--- src/rtl/txdma_pkg.sv ---
package txdma_pkg;

    localparam int WORD_W = 64;
    localparam int CNT_W  = 4;
    localparam logic [CNT_W-1:0] FULL_WORD_BYTES = 4'd8;

    typedef struct packed {
        logic [WORD_W-1:0] data;
        logic [CNT_W-1:0]  nbytes;
        logic              eof;
    } txq_entry_t;

    function automatic txq_entry_t make_entry(input logic [WORD_W-1:0] d,
                                              input logic              last,
                                              input logic [CNT_W-1:0]  len);
        txq_entry_t e;
        e.data   = d;
        e.nbytes = last ? len : FULL_WORD_BYTES;
        e.eof    = last;
        return e;
    endfunction

endpackage

--- src/rtl/txdma_slot_seq.sv ---
module txdma_slot_seq #(
    parameter int NPORTS = 4,
    parameter int AW     = 16
) (
    input  logic                       clk,
    input  logic                       rst,
    input  logic [NPORTS-1:0]          pc_valid,
    input  logic [NPORTS*AW-1:0]       pc_addr,
    input  logic [NPORTS-1:0]          room,
    input  logic [NPORTS-1:0]          rel_pend,
    output logic [$clog2(NPORTS)-1:0]  slot,
    output logic                       rd_en,
    output logic [AW-1:0]              rd_addr,
    output logic [NPORTS-1:0]          pc_ack
);
    localparam int PW = $clog2(NPORTS);

    logic [PW-1:0] slot_q;

    always_ff @(posedge clk) begin
        if (rst)                               slot_q <= '0;
        else if (slot_q == PW'(NPORTS - 1))    slot_q <= '0;
        else                                   slot_q <= slot_q + 1'b1;
    end

    always_comb begin
        rd_en   = !rst && pc_valid[slot_q] && room[slot_q] && !rel_pend[slot_q];
        rd_addr = pc_addr[slot_q*AW +: AW];
        pc_ack  = rd_en ? (NPORTS'(1) << slot_q) : '0;
    end

    assign slot = slot_q;

    // at most one port served per cycle
    p_single_slot_r1: assert property (@(posedge clk) disable iff (rst)
        $onehot0(pc_ack));

endmodule

--- src/rtl/txdma_port_fifo.sv ---
module txdma_port_fifo
    import txdma_pkg::*;
#(
    parameter int DEPTH = 4
) (
    input  logic                        clk,
    input  logic                        rst,
    input  logic                        push,
    input  txq_entry_t                  push_entry,
    input  logic                        pop,
    output txq_entry_t                  head,
    output logic                        empty,
    output logic [$clog2(DEPTH+1)-1:0]  count
);
    localparam int IW = (DEPTH > 1) ? $clog2(DEPTH) : 1;
    localparam int CW = $clog2(DEPTH + 1);

    txq_entry_t        store_q [DEPTH];
    logic [IW-1:0]     wr_q, rd_q;
    logic [CW-1:0]     cnt_q;
    logic              do_push, do_pop;

    assign do_pop  = pop && (cnt_q != '0);
    assign do_push = push && (cnt_q != CW'(DEPTH));

    always_ff @(posedge clk) begin
        if (rst) begin
            wr_q  <= '0;
            rd_q  <= '0;
            cnt_q <= '0;
        end else begin
            if (do_push) wr_q <= (wr_q == IW'(DEPTH - 1)) ? '0 : wr_q + 1'b1;
            if (do_pop)  rd_q <= (rd_q == IW'(DEPTH - 1)) ? '0 : rd_q + 1'b1;
            case ({do_push, do_pop})
                2'b10:   cnt_q <= cnt_q + 1'b1;
                2'b01:   cnt_q <= cnt_q - 1'b1;
                default: cnt_q <= cnt_q;
            endcase
        end
    end

    always_ff @(posedge clk) begin
        if (do_push) store_q[wr_q] <= push_entry;
    end

    assign head  = store_q[rd_q];
    assign empty = (cnt_q == '0);
    assign count = cnt_q;

    // the slot logic never sends a word into a full FIFO
    p_no_overflow_r5: assert property (@(posedge clk) disable iff (rst)
        push |-> (cnt_q < CW'(DEPTH)));

endmodule

--- src/rtl/txdma_release_arb.sv ---
module txdma_release_arb #(
    parameter int NPORTS = 4,
    parameter int FW     = 10
) (
    input  logic                       clk,
    input  logic                       rst,
    input  logic [NPORTS-1:0]          set_req,
    input  logic [NPORTS*FW-1:0]       fcb_flat,
    input  logic                       rel_ready,
    output logic [NPORTS-1:0]          pend,
    output logic                       rel_valid,
    output logic [$clog2(NPORTS)-1:0]  rel_port,
    output logic [FW-1:0]              rel_fcb
);
    localparam int PW = $clog2(NPORTS);

    logic [NPORTS-1:0] pend_q, clr_vec;
    logic [PW-1:0]     ptr_q, lock_port_q, pick, choice;
    logic              lock_q, found, take;

    always_comb begin
        found = 1'b0;
        pick  = '0;
        for (int i = 0; i < NPORTS; i++) begin
            int idx;
            idx = int'(ptr_q) + i;
            if (idx >= NPORTS) idx = idx - NPORTS;
            if (!found && pend_q[idx]) begin
                found = 1'b1;
                pick  = PW'(idx);
            end
        end
        choice    = lock_q ? lock_port_q : pick;
        rel_valid = |pend_q;
        take      = rel_valid && rel_ready;
        clr_vec   = take ? (NPORTS'(1) << choice) : '0;
    end

    always_ff @(posedge clk) begin
        if (rst) begin
            pend_q      <= '0;
            ptr_q       <= '0;
            lock_q      <= 1'b0;
            lock_port_q <= '0;
        end else begin
            pend_q      <= (pend_q & ~clr_vec) | set_req;
            if (take) ptr_q <= (choice == PW'(NPORTS - 1)) ? '0 : choice + 1'b1;
            lock_q      <= rel_valid && !rel_ready;
            lock_port_q <= choice;
        end
    end

    assign pend     = pend_q;
    assign rel_port = choice;
    assign rel_fcb  = fcb_flat[choice*FW +: FW];

    // an offer stays put until it is taken
    p_hold_offer_r8: assert property (@(posedge clk) disable iff (rst)
        (rel_valid && !rel_ready) |=> (rel_valid && $stable(rel_port) && $stable(rel_fcb)));

    // one grant per handshake
    p_one_grant_r8: assert property (@(posedge clk) disable iff (rst)
        $onehot0(clr_vec));

    // a stored end-of-frame word leaves a pending request behind
    p_eof_sets_pending_r7: assert property (@(posedge clk) disable iff (rst)
        (|set_req) |=> ((pend_q & $past(set_req)) == $past(set_req)));

endmodule

--- src/rtl/txdma_slot_engine.sv ---
module txdma_slot_engine
    import txdma_pkg::*;
#(
    parameter int NPORTS     = 4,
    parameter int ADDR_W     = 16,
    parameter int FCB_W      = 10,
    parameter int FIFO_DEPTH = 4
) (
    input  logic                        clk,
    input  logic                        rst,
    input  logic [NPORTS-1:0]           pc_valid,
    input  logic [NPORTS-1:0]           pc_sof,
    input  logic [NPORTS*ADDR_W-1:0]    pc_addr,
    input  logic [NPORTS*FCB_W-1:0]     pc_fcb,
    output logic [NPORTS-1:0]           pc_ack,
    output logic                        mem_rd_en,
    output logic [ADDR_W-1:0]           mem_rd_addr,
    input  logic [63:0]                 mem_rd_data,
    input  logic                        mem_rd_eof,
    input  logic [3:0]                  mem_rd_len,
    input  logic [NPORTS-1:0]           tx_pop,
    output logic [NPORTS*64-1:0]        tx_data,
    output logic [NPORTS*4-1:0]         tx_bytes,
    output logic [NPORTS-1:0]           tx_eof,
    output logic [NPORTS-1:0]           tx_empty,
    output logic                        rel_valid,
    input  logic                        rel_ready,
    output logic [$clog2(NPORTS)-1:0]   rel_port,
    output logic [FCB_W-1:0]            rel_fcb
);
    localparam int PW = $clog2(NPORTS);
    localparam int CW = $clog2(FIFO_DEPTH + 1);

    logic [PW-1:0]       slot;
    logic [NPORTS-1:0]   room, pend, push_vec, set_req;
    logic                infl_v_q;
    logic [PW-1:0]       infl_port_q;
    logic [CW-1:0]       cnt [NPORTS];
    txq_entry_t          head [NPORTS];
    txq_entry_t          new_entry;
    logic [FCB_W-1:0]    fcb_q [NPORTS];
    logic [NPORTS*FCB_W-1:0] fcb_flat;

    txdma_slot_seq #(.NPORTS(NPORTS), .AW(ADDR_W)) u_seq (
        .clk      (clk),
        .rst      (rst),
        .pc_valid (pc_valid),
        .pc_addr  (pc_addr),
        .room     (room),
        .rel_pend (pend),
        .slot     (slot),
        .rd_en    (mem_rd_en),
        .rd_addr  (mem_rd_addr),
        .pc_ack   (pc_ack)
    );

    // one word in flight: memory answers one cycle after the read
    always_ff @(posedge clk) begin
        if (rst) begin
            infl_v_q    <= 1'b0;
            infl_port_q <= '0;
        end else begin
            infl_v_q    <= mem_rd_en;
            infl_port_q <= slot;
        end
    end

    always_comb begin
        push_vec = '0;
        if (infl_v_q) push_vec[infl_port_q] = 1'b1;
    end

    assign new_entry = make_entry(mem_rd_data, mem_rd_eof, mem_rd_len);
    assign set_req   = mem_rd_eof ? push_vec : '0;

    for (genvar p = 0; p < NPORTS; p++) begin : g_port
        txdma_port_fifo #(.DEPTH(FIFO_DEPTH)) u_fifo (
            .clk        (clk),
            .rst        (rst),
            .push       (push_vec[p]),
            .push_entry (new_entry),
            .pop        (tx_pop[p]),
            .head       (head[p]),
            .empty      (tx_empty[p]),
            .count      (cnt[p])
        );

        assign room[p]               = cnt[p] < CW'(FIFO_DEPTH);
        assign tx_data[p*64 +: 64]   = head[p].data;
        assign tx_bytes[p*4 +: 4]    = head[p].nbytes;
        assign tx_eof[p]             = head[p].eof;
        assign fcb_flat[p*FCB_W +: FCB_W] = fcb_q[p];

        always_ff @(posedge clk) begin
            if (rst)                          fcb_q[p] <= '0;
            else if (pc_ack[p] && pc_sof[p])  fcb_q[p] <= pc_fcb[p*FCB_W +: FCB_W];
        end
    end

    txdma_release_arb #(.NPORTS(NPORTS), .FW(FCB_W)) u_arb (
        .clk       (clk),
        .rst       (rst),
        .set_req   (set_req),
        .fcb_flat  (fcb_flat),
        .rel_ready (rel_ready),
        .pend      (pend),
        .rel_valid (rel_valid),
        .rel_port  (rel_port),
        .rel_fcb   (rel_fcb)
    );

    // a read is only issued when the slot's FIFO can take the word
    p_room_on_read_r4: assert property (@(posedge clk) disable iff (rst)
        mem_rd_en |-> (cnt[slot] < CW'(FIFO_DEPTH)));

    // a port with an ungranted release is never read
    p_blocked_by_release_r10: assert property (@(posedge clk) disable iff (rst)
        mem_rd_en |-> !pend[slot]);

    // every read is followed by exactly one FIFO write
    p_push_after_read_r5: assert property (@(posedge clk) disable iff (rst)
        mem_rd_en |=> $onehot(push_vec));

endmodule

--- config.mk ---
export PLATFORM = sky130hd
export DESIGN_NAME = txdma_slot_engine
export DESIGN_NICKNAME = d
export VERILOG_FILES = /design/src/rtl/txdma_pkg.sv /design/src/rtl/txdma_slot_seq.sv /design/src/rtl/txdma_port_fifo.sv /design/src/rtl/txdma_release_arb.sv /design/src/rtl/txdma_slot_engine.sv
export SDC_FILE = /design/constraint.sdc
export NUM_CORES = 1
export LEC_CHECK = 0
export ABC_AREA = 1
export BUFFER_PORTS_ARGS = -buffer_cell sky130_fd_sc_hd__buf_4
export CORE_MARGIN = 2
export CORE_UTILIZATION = 50
export DETAILED_ROUTE_END_ITERATION = 8
export PLACE_DENSITY = 0.71
export SLEW_MARGIN = 10
export SYNTH_ARGS = -nofsm -noshare
export SYNTH_HDL_FRONTEND = slang
export SYNTH_SLANG_ARGS = --single-unit
--- constraint.sdc ---
create_clock -name clk -period 10.6 [get_ports clk]
set_clock_uncertainty 0.1 [all_clocks]
set_input_delay 3.18 -clock clk [delete_from_list [all_inputs] [get_ports clk]]
set_output_delay 3.18 -clock clk [all_outputs]
set_load 0.01 [all_outputs]
Word-level counts from Yosys, hierarchy flattened
Memories as Yosys holds them, arrays and structs flattened. A register that Yosys moved wholly into a read port is not among the register bits.
Index checks and enable logic that the tools add are counted.
W data, S select, Z words.
- memories kept: 5
- memory bits (writable): 1144
- word-level logic and storage cells: 223
- bits of input ports: 188
- register bits: 42
- equality and inequality tests: 22
- bitwise operators: 7
- multiplexer cells: 84
- $lt $le $gt $ge: 15
- reduce and logical (&&, ||, !) cells: 41
- shifts and indexed selects: 4
- multiply operators: 1
- $add $sub $neg: 25
- memories (memory ; words ; bits a word ; read ports ; clocked after Yosys merged registers in ; write ports ; line ; RTL):
    g_port[0].u_fifo.store_q ; 4 ; 69 ; 1 ; 1 ; 1 ; txdma_port_fifo.sv:18 ; txq_entry_t store_q [DEPTH];
    g_port[1].u_fifo.store_q ; 4 ; 69 ; 1 ; 1 ; 1 ; txdma_port_fifo.sv:18 ;
    g_port[2].u_fifo.store_q ; 4 ; 69 ; 1 ; 1 ; 1 ; txdma_port_fifo.sv:18 ;
    g_port[3].u_fifo.store_q ; 4 ; 69 ; 1 ; 1 ; 1 ; txdma_port_fifo.sv:18 ;
    fcb_q ; 4 ; 10 ; 4 ; 0 ; 4 ; txdma_slot_engine.sv:41 ; logic [FCB_W-1:0] fcb_q [NPORTS];
- operators with widths (kind ; number):
    $lt A32 B4 Y1 const B ; 4
    $mux W32 ; 4
    $ge A32 B4 Y1 const B ; 3
    $sub A32 B4 Y32 const B ; 3
    $shiftx A64 B7 Y16 ; 1
    $mux W2 ; 22
    $mux W10 ; 4
    $shiftx A40 B7 Y10 ; 1
    $mux W1 ; 37
    $eq A2 B2 Y1 const B ; 14
    $pmux W3 S2 ; 4
    $logic_and A1 B1 Y1 ; 21
    $add A2 B1 Y2 const B ; 10
    $mux W4 ; 5
    $bmux W1 S2 ; 7
    $add A3 B1 Y3 const B ; 4
    $logic_not A3 Y1 ; 4
    $lt A3 B3 Y1 const B ; 4
    $ne A3 B3 Y1 const B ; 4
    $reduce_bool A3 Y1 ; 4
    $sub A3 B1 Y3 const B ; 4
    $eq A2 B1 Y1 const B ; 4
    $reduce_bool A2 Y1 ; 4
    $shl A1 B2 Y4 const A ; 2
    15 further kinds ; 25

Logic depth before layout (Yosys ltp)
Gate-level depths: netlist of run 1.
- depth in word-level cells: 21
- depth in mapped cells: 16
- mapped depth without buffers: 16

Cells and area by module
Synthesis of run 1 repeated with hierarchy kept, for this count alone.
- cell total of the unflattened synthesis: 3415
- area total of the unflattened synthesis: 46524.6 um2
- by module, submodules not included (module ; area an instance (um2) ; cells an instance ; instances):
    txdma_port_fifo at g_port[0].u_fifo ... ; 10740.3 ; 738 ; 2
    txdma_port_fifo at g_port[1].u_fifo ... ; 10737.8 ; 738 ; 2
    txdma_slot_engine ; 1801.7 ; 168 ; 1
    txdma_release_arb ; 1099.8 ; 169 ; 1
    txdma_slot_seq ; 666.9 ; 126 ; 1

Worst setup path before layout of run 1
Ideal clock, no wire load.
- kind: input port to output port
- from: input pc_valid[2]
- to: output pc_ack[0]
- stages on the path: 3
- arrival time: 4.099 ns
- data required time: 7.320 ns
- slack: 3.221 ns
- cell sequence: a41oi_1 a221oi_4 and2_1
- longest elaborated chain between the ends: 6
- ends and longest elaborated chain (element ; line ; RTL):
    start, declared ; txdma_slot_engine.sv:11 ; input logic [NPORTS-1:0] pc_valid,
    $bmux W1 S2 ; txdma_slot_seq.sv:27 ; rd_en = !rst && pc_valid[slot_q] && room[slot_q] && !rel_pend[slot_q];
    $mux W1 (implied by the code) ; txdma_slot_seq.sv:27 ;
    $logic_and A1 B1 Y1 (3 in a row) ; txdma_slot_seq.sv:27 ;
    via mem_rd_en ; txdma_slot_engine.sv:16 ; output logic mem_rd_en,
    $mux W4 ; txdma_slot_seq.sv:29 ; pc_ack = rd_en ? (NPORTS'(1) << slot_q) : '0;
    end, declared ; txdma_slot_engine.sv:15 ; output logic [NPORTS-1:0] pc_ack,
The timed path passes the listed nets, and every way through them passes these cells. The select of a mux whose other input is x is not followed.

Worst setup path after layout of run 1
- from: input pc_valid[2]
- to: output pc_ack[3]
- longest elaborated chain between the ends: 6
- ends and longest elaborated chain (element ; line):
    $bmux W1 S2 ; txdma_slot_seq.sv:27
    $mux W1 (implied by the code) ; txdma_slot_seq.sv:27
    $logic_and A1 B1 Y1 (3 in a row) ; txdma_slot_seq.sv:27
    $mux W4 ; txdma_slot_seq.sv:29
No other way between the ends. The select of a mux whose other input is x is not followed.

==> results of run 1 <==
-- logic make-up after synthesis --
| kind of cell | count (synthesis) | synth area share [%] |
|---|---|---|
| AOI/OAI and AO/OA | 980 | 11.8 |
| and+or+nand+nor | 792 | 6.86 |
| buffers and inverters | 340 | 2.96 |
| adders and majority gates | 33 | 0.970 |
| DFF | 1194 | 77.4 |
-- where the power goes --
part	internal (uW)	switching (uW)
clock network	2180	1740
registers	5280	98.8
logic	803	1420
total	8260	3260
-- placed cells by master, fill, tap and decap left out, drive strengths merged, types with 12 or more instances in the layout --
cell / Yosys / routed
edfxtp: 1144 / 1144
nor2: 675 / 675
o21ai: 621 / 621
buf: 23 / 549
o22ai: 292 / 292
clkbuf: 181 / 150
inv: 136 / 137
nand2: 80 / 80
clkinv: 0 / 54
a21oi: 50 / 50
dfxtp: 50 / 50
ha: 29 / 29
nand3: 14 / 14
nor3: 12 / 12
-- path summary, 6_finish.rpt --
| check | from | end | slack (ns) | depth (start not counted) |
|---|---|---|---|---|
| min reg2reg | g_port[3].u_fifo.count[0] | g_port[3].u_fifo.count[0] | 0.39 | 1 |
| max | pc_valid[2] | pc_ack[3] | 2.97 | 5 |
| min | g_port[3].u_fifo.count[0] | g_port[3].u_fifo.count[0] | 0.39 | 1 |
| max reg2reg | u_seq.slot[0] | fcb_q[0][9] | 7.16 | 6 |
-- metrics by stage --
stage	setup WS (ns)	hold slack (ns)	util, %	cell area (um^2)	cells
3_3_place_gp	3.04	0.359	56.0	50600	4860
4_1_cts	2.99	0.382	60.0	54200	5076
6_report	2.97	0.389	60.0	54200	5077
2_1_floorplan	3.22	0.344	-	45600	3339
5_1_grt	2.90	0.415	60.0	54200	5077
3_5_place_dp	3.00	0.371	56.0	50600	4860
-- area by class of cell --
class | count | area share (%)
antenna | 1 | 0.00462
multi-input combinational | 1805 | 16.7
clock buffer | 150 | 5.66
tap | 1176 | 2.71
inverter | 136 | 0.960
clock inverter | 66 | 1.07
sequential | 1194 | 65.3
timing repair buffer | 549 | 7.60
-- flip-flops by register name (all words and copies together) (netlist names), 2 cells and up, named ones only --
| signal | flops |
|---|---|
| g_port.u_fifo.rd_q | 8 |
| fcb_q | 40 |
| g_port.u_fifo.store_q | 1104 |
| u_arb.ptr_q | 2 |
| g_port.u_fifo.wr_q | 8 |
| u_arb.pend | 4 |
| g_port.u_fifo.count | 12 |
| u_arb.lock_port_q | 2 |
| infl_port_q | 2 |
| u_seq.slot | 2 |
-- Yosys cell counts, types with 2 or more instances --
cell type  instances  area (um^2)
clkbuf_1         181          679
nand3_2            6         60.1
o31ai_2            3         37.5
buf_1              9         33.8
o21ai_1            9         45.0
inv_2              3         11.3
buf_6              6         67.6
dfxtp_1           50         1000
nand2_1           72          270
fa_1               4         80.1
nor3_1            12         60.1
a21oi_1           50          250
nor2_4             3         33.8
nand3_1            8         40.0
a211oi_1           4         30.0
edfxtp_1        1144        34400
nand4_1            2         12.5
a41oi_1            2         17.5
and2_1             4         25.0
inv_1            133          499
o211a_1            4         40.0
o22ai_1          292         1830
ha_1              29          363
nand2_2            7         43.8
o21ai_0          612         3060
buf_4              8         60.1
nor2_1           671         2520
-- layer usage --
metal / GRT usage (%) / part of all wire, % / up-vias
met5: 0 / 0 / -
met4: 7.79 / 2.6 / 0
met3: 3.58 / 7.2 / 156
met2: 40.9 / 49 / 1148
met1: 33.6 / 41 / 14500
li1: - / - / 13300
==> results.toml, run 1 <==
[critical_path]
crit_path_top_delay_cell = "a221oi_4"
endpoint_kind = "output pin"
path_buf_inv = 2
worstPathArrival_ns = 4.35
critical_path.cell_chain = "buf_4 -> a41oi_1 -> a221oi_4 -> and2_1 -> buf_4"
cp_common_cell = "buf_4"
cp.required_ns = 7.32
worstSetupPathType = "in -> out"
max_stage_delay_ns = 0.56
cp_top_family = "compound AO/OA/AOI/OAI gates"
startpoint_type = "input pin"
cp_max_fo = 9

[detailed_routing]
via_count = 29000
first_iter_violations = 2782
wirelength_um = 117000
antenna_left = 0
wire_per_inst_um = 23.1
drc = 0
avgViaCountPerCell = 5.72
drt_first_pass_iters = 5

[finish]
syn_to_final_growth_pct = 18.7
fill_cells = 6885
drive_gt1_share_pct = 19.8
layout.area.seq_um2 = 35400
final_nets = 4023
multiInputGateArea_um2 = 9060

[placement]
globalplace.congestion = 0.811
hpwlAfterDp_um = 70000
port_buffers = 501

[power_and_ir_drop]
cellPowerDensity_nw_per_um2 = 213
leakagePower_uw = 0.0190
max-vdd-ir-drop_mv = 0.152
p_total_uw = 11500

[clock_tree]
postCtsResizedCells = 0
cts_tree = "yes"
cts_buffers = 116
clockBufferDepth = 3
cts_setup_buffers = 0
hold_buffers = 0
cts.clk_slew.worst_paths_ns = 0.06
root_buffer = "clkbuf_16"
clock_sinks = 1194
htreeDepth = 3
clk-insertion-delay-late_ns = 0.70

[synthesis]
async_reset_ff_share_pct = 0
yosysSeqAreaShare_pct = 77.4
post_synth_num_cell_types = 38
synth_edf_count = 1144
netlist_area_um2 = 45600
syn_area_per_cell_um2 = 13.7
synth.net_count = 3560
ys_ff_latch = 1194
synthFlopType = "edfxtp_1"
syn_inst = 3339
yosys_warnings = 0

[timing]
fmax_mhz = 131
rsz0062_at_grt = "false"
setup_violations = 0
final-hold-violation-count = 0
slew_headroom_pct = 12.8
fin_setup_tns_ns = 0
period_share_pct = 72.0
final.min_clock_period_ns = 7.63
worst_pin_slew_ns = 1.31
drv_slew = 0

[floorplanning]
die_x_um = 306
chipHeight_um = 306
start_util_pct = 50.6
num_rows = 110
fp.dieArea_um2 = 93700
io_pins = 502
design.core.area_um2 = 90300

[job]
drv_cap = 0

[outcome]
status = "finished clean"

[global_routing]
grt_pass1_vias = 27900
grt_max_degree = 81
grt-ovfl-total = 0
antenna_found_initial = 1
grt_pass1_wl_um = 173000
grtUsageTotal_pct = 24.5

[worst_hold_path]
hold_class = "reg -> reg"
No activity file was read; power rests on OpenSTA's default activity.
==> run 2: changes to the inputs <==
--- a/config.mk
+++ b/config.mk
@@ -5,7 +5,7 @@
 export SDC_FILE = /design/constraint.sdc
 export NUM_CORES = 1
 export LEC_CHECK = 0
-export ABC_AREA = 1
+export ABC_AREA = 0
 export BUFFER_PORTS_ARGS = -buffer_cell sky130_fd_sc_hd__buf_4
 export CORE_MARGIN = 2
 export CORE_UTILIZATION = 50
==> constraint.sdc (replaced) <==
create_clock -name clk -period 7.58 [get_ports clk]
set_clock_uncertainty 0.1 [all_clocks]
set_input_delay 2.274 -clock clk [delete_from_list [all_inputs] [get_ports clk]]
set_output_delay 2.274 -clock clk [all_outputs]
set_load 0.01 [all_outputs]
==> run 2 against run 1 <==
Compared with the run above:
- via count decreased by 26%
- worst hold slack improved by 0.041 ns
- core utilization increased by 0.41 points
- final cell count decreased by 27%
- critical endpoint is now pc_ack[1]
==> results.toml, run 2 <==
[critical_path]
worstSetupPathType = "in -> out"
cp.required_ns = 5.21
endpoint_kind = "output pin"
startpoint_type = "input pin"
cp_max_fo = 10
reg2reg_depth = 5
worstPathArrival_ns = 3.51

[power_and_ir_drop]
p_comb_share_pct = 9.1
max-vdd-ir-drop_mv = 0.186
internal_power_uw = 11200
p_switching_uw = 3120
clockPowerShare_pct = 38.6
leakagePower_uw = 0.0177
seqPwrFrac_pct = 52.3
cellPowerDensity_nw_per_um2 = 267
p_sw_share_pct = 21.9

[finish]
final_core_util_pct = 60.4
multiInputGateArea_um2 = 8860
largest_reg_flops = 1104
fill_cells = 6116
final_cell_mix = "1144 x edfxtp_1, 524 x buf_4, 293 x mux4_2, 117 x clkbuf_16, 57 x and2_4"
top_register = "g_port.u_fifo.store_q"
syn_to_final_growth_pct = 19.6
drive_gt1_share_pct = 41.7
layoutNonFillerInstCount = 3716
layout.area.seq_um2 = 35400
final_nets = 2672
final_common_cell = "edfxtp_1"

[detailed_routing]
wire_per_inst_um = 28.2
antenna_left = 0
first_iter_violations = 1956
wirelength_um = 105000
avgViaCountPerCell = 5.81
drc = 0
via_count = 21600
drt_first_pass_iters = 5

[timing]
drv_slew = 0
setup_violations = 0
fmax_mhz = 170
worst_slack_ns = 1.69
final-hold-violation-count = 0
rsz0062_at_grt = "false"
fin_setup_tns_ns = 0
final.min_clock_period_ns = 5.89
period_share_pct = 77.7
worst_pin_slew_ns = 1.00
slew_headroom_pct = 33.0

[clock_tree]
root_buffer = "clkbuf_16"
htreeDepth = 3
clk-insertion-delay-late_ns = 0.66
clockBufferDepth = 3
clock_sinks = 1194
cts_setup_buffers = 0
cts.clk_slew.worst_paths_ns = 0.06
cts_buffers = 115
cts_tree = "yes"
postCtsResizedCells = 0
hold_buffers = 0

[global_routing]
grt_pass1_vias = 22500
grt-ovfl-total = 0
grt_max_degree = 45
grt_pass1_wl_um = 150000
grtUsageTotal_pct = 22.9
antenna_found_initial = 5

[floorplanning]
chipHeight_um = 303
design.core.area_um2 = 88500
die_x_um = 303
num_rows = 109
fp.dieArea_um2 = 91900
io_pins = 502
start_util_pct = 50.6

[synthesis]
synthFlopType = "edfxtp_1"
yosysMostFrequentCell = "edfxtp_1"
yosys_warnings = 0
yosys.area.top_type_share_pct = 76.8
synth_common_cells = "1144 x edfxtp_1, 293 x mux4_2, 50 x dfxtp_1"
synth.net_count = 2116
yosys.area.top_type = "edfxtp_1"
post_synth_num_cell_types = 47
yosysSeqAreaShare_pct = 79.0
yosys-top-cells-area = "edfxtp_1 77%, mux4_2 15%, dfxtp_1 2.2%"
synth_edf_count = 1144
syn_area_per_cell_um2 = 23.6
syn_inst = 1895
async_reset_ff_share_pct = 0
netlist_area_um2 = 44700
ys_ff_latch = 1194

[placement]
port_buffers = 501
globalplace.congestion = 0.886
hpwlAfterDp_um = 61700
dpl_worst_slack_ns = 1.69
place_inst = 3499

[outcome]
status = "finished clean"

[worst_hold_path]
hold_class = "reg -> reg"
holdPathStages = 2

[job]
drv_cap = 0
run 2: cell types whose count changed after synthesis, moves of 41 or more:
cell,before,now
nor2_1,671,35
o21ai_0,612,4
mux4_2,0,293
o22ai_1,292,0
clkbuf_1,181,38
inv_1,133,35
nand2_1,72,13
and2_4,0,41
mux2i_1,0,41
run 2: cell families (layout without fill, tap and decap cells):
group                    after synthesis  count (layout)  share of synthesized area [%]
flip-flops                          1194            1194                           79.0
AND/OR/NAND/NOR                      168             168                           2.39
AO/OA/AOI/OAI                         35              35                          0.520
buffers and inverters                123             777                           1.26
other                                  0               2                              0
XOR/XNOR                               8               8                          0.157
multiplexers                         334             334                           15.7
adder cells (fa/ha/maj)               33              33                          0.990
run 2: layer usage:
metal / routed length (um) / vias up / share of wire (%) / track usage, %
met5: 12 / - / 0.011 / 0
met4: 3060 / 2 / 2.9 / 7.61
met3: 8280 / 164 / 7.9 / 4.48
met2: 52400 / 957 / 50 / 38.0
met1: 41000 / 11400 / 39 / 30.9
li1: - / 9027 / - / -
run 2: worst paths after layout:
path,from,endpoint,slack [ns]
hold reg to reg,g_port[1].u_fifo.rd_q[0],register,0.43
hold / removal,g_port[1].u_fifo.rd_q[0],register,0.43
setup reg to reg,infl_v_q,g_port[2].u_fifo.store_q[3][34],4.28
setup / recovery,pc_valid[2],pc_ack[1],1.69
run 2: through the flow:
stage          hold slack (ns)  area (um^2)  power (uW)
2_1_floorplan            0.381        44700        8260
3_3_place_gp             0.396        49800        8910
5_1_grt                  0.454        53500       14800
4_1_cts                  0.427        53500       14400
3_5_place_dp             0.417        49800        8940
6_report                 0.430        53500       14300
run 2: final cells by class:
| type | count | share of cell area (%) |
|---|---|---|
| Antenna cell | 2 | 0.00935 |
| Clock buffer | 148 | 5.71 |
| Clock inverter | 67 | 1.15 |
| Inverter | 35 | 0.246 |
| Multi-Input combinational cell | 578 | 16.6 |
| Sequential cell | 1194 | 66.1 |
| Tap cell | 1165 | 2.72 |
| Timing Repair Buffer | 527 | 7.46 |
run 2: power by group through the flow:
stage | clock network, uW | logic, uW | registers (uW)
final | 5510 | 1310 | 7470
after global routing | 5880 | 1400 | 7490
after CTS | 5620 | 1330 | 7480
after detailed placement | 0 | 1330 | 7620
after global placement | 0 | 1300 | 7610
after floorplan | 0 | 731 | 7530
run 2: worst max-delay path, stage by stage:
cell	delay, ns
buf_4	0.11
nor3b_1	0.13
mux4_2	0.59
and3_2	0.27
buf_4	0.14
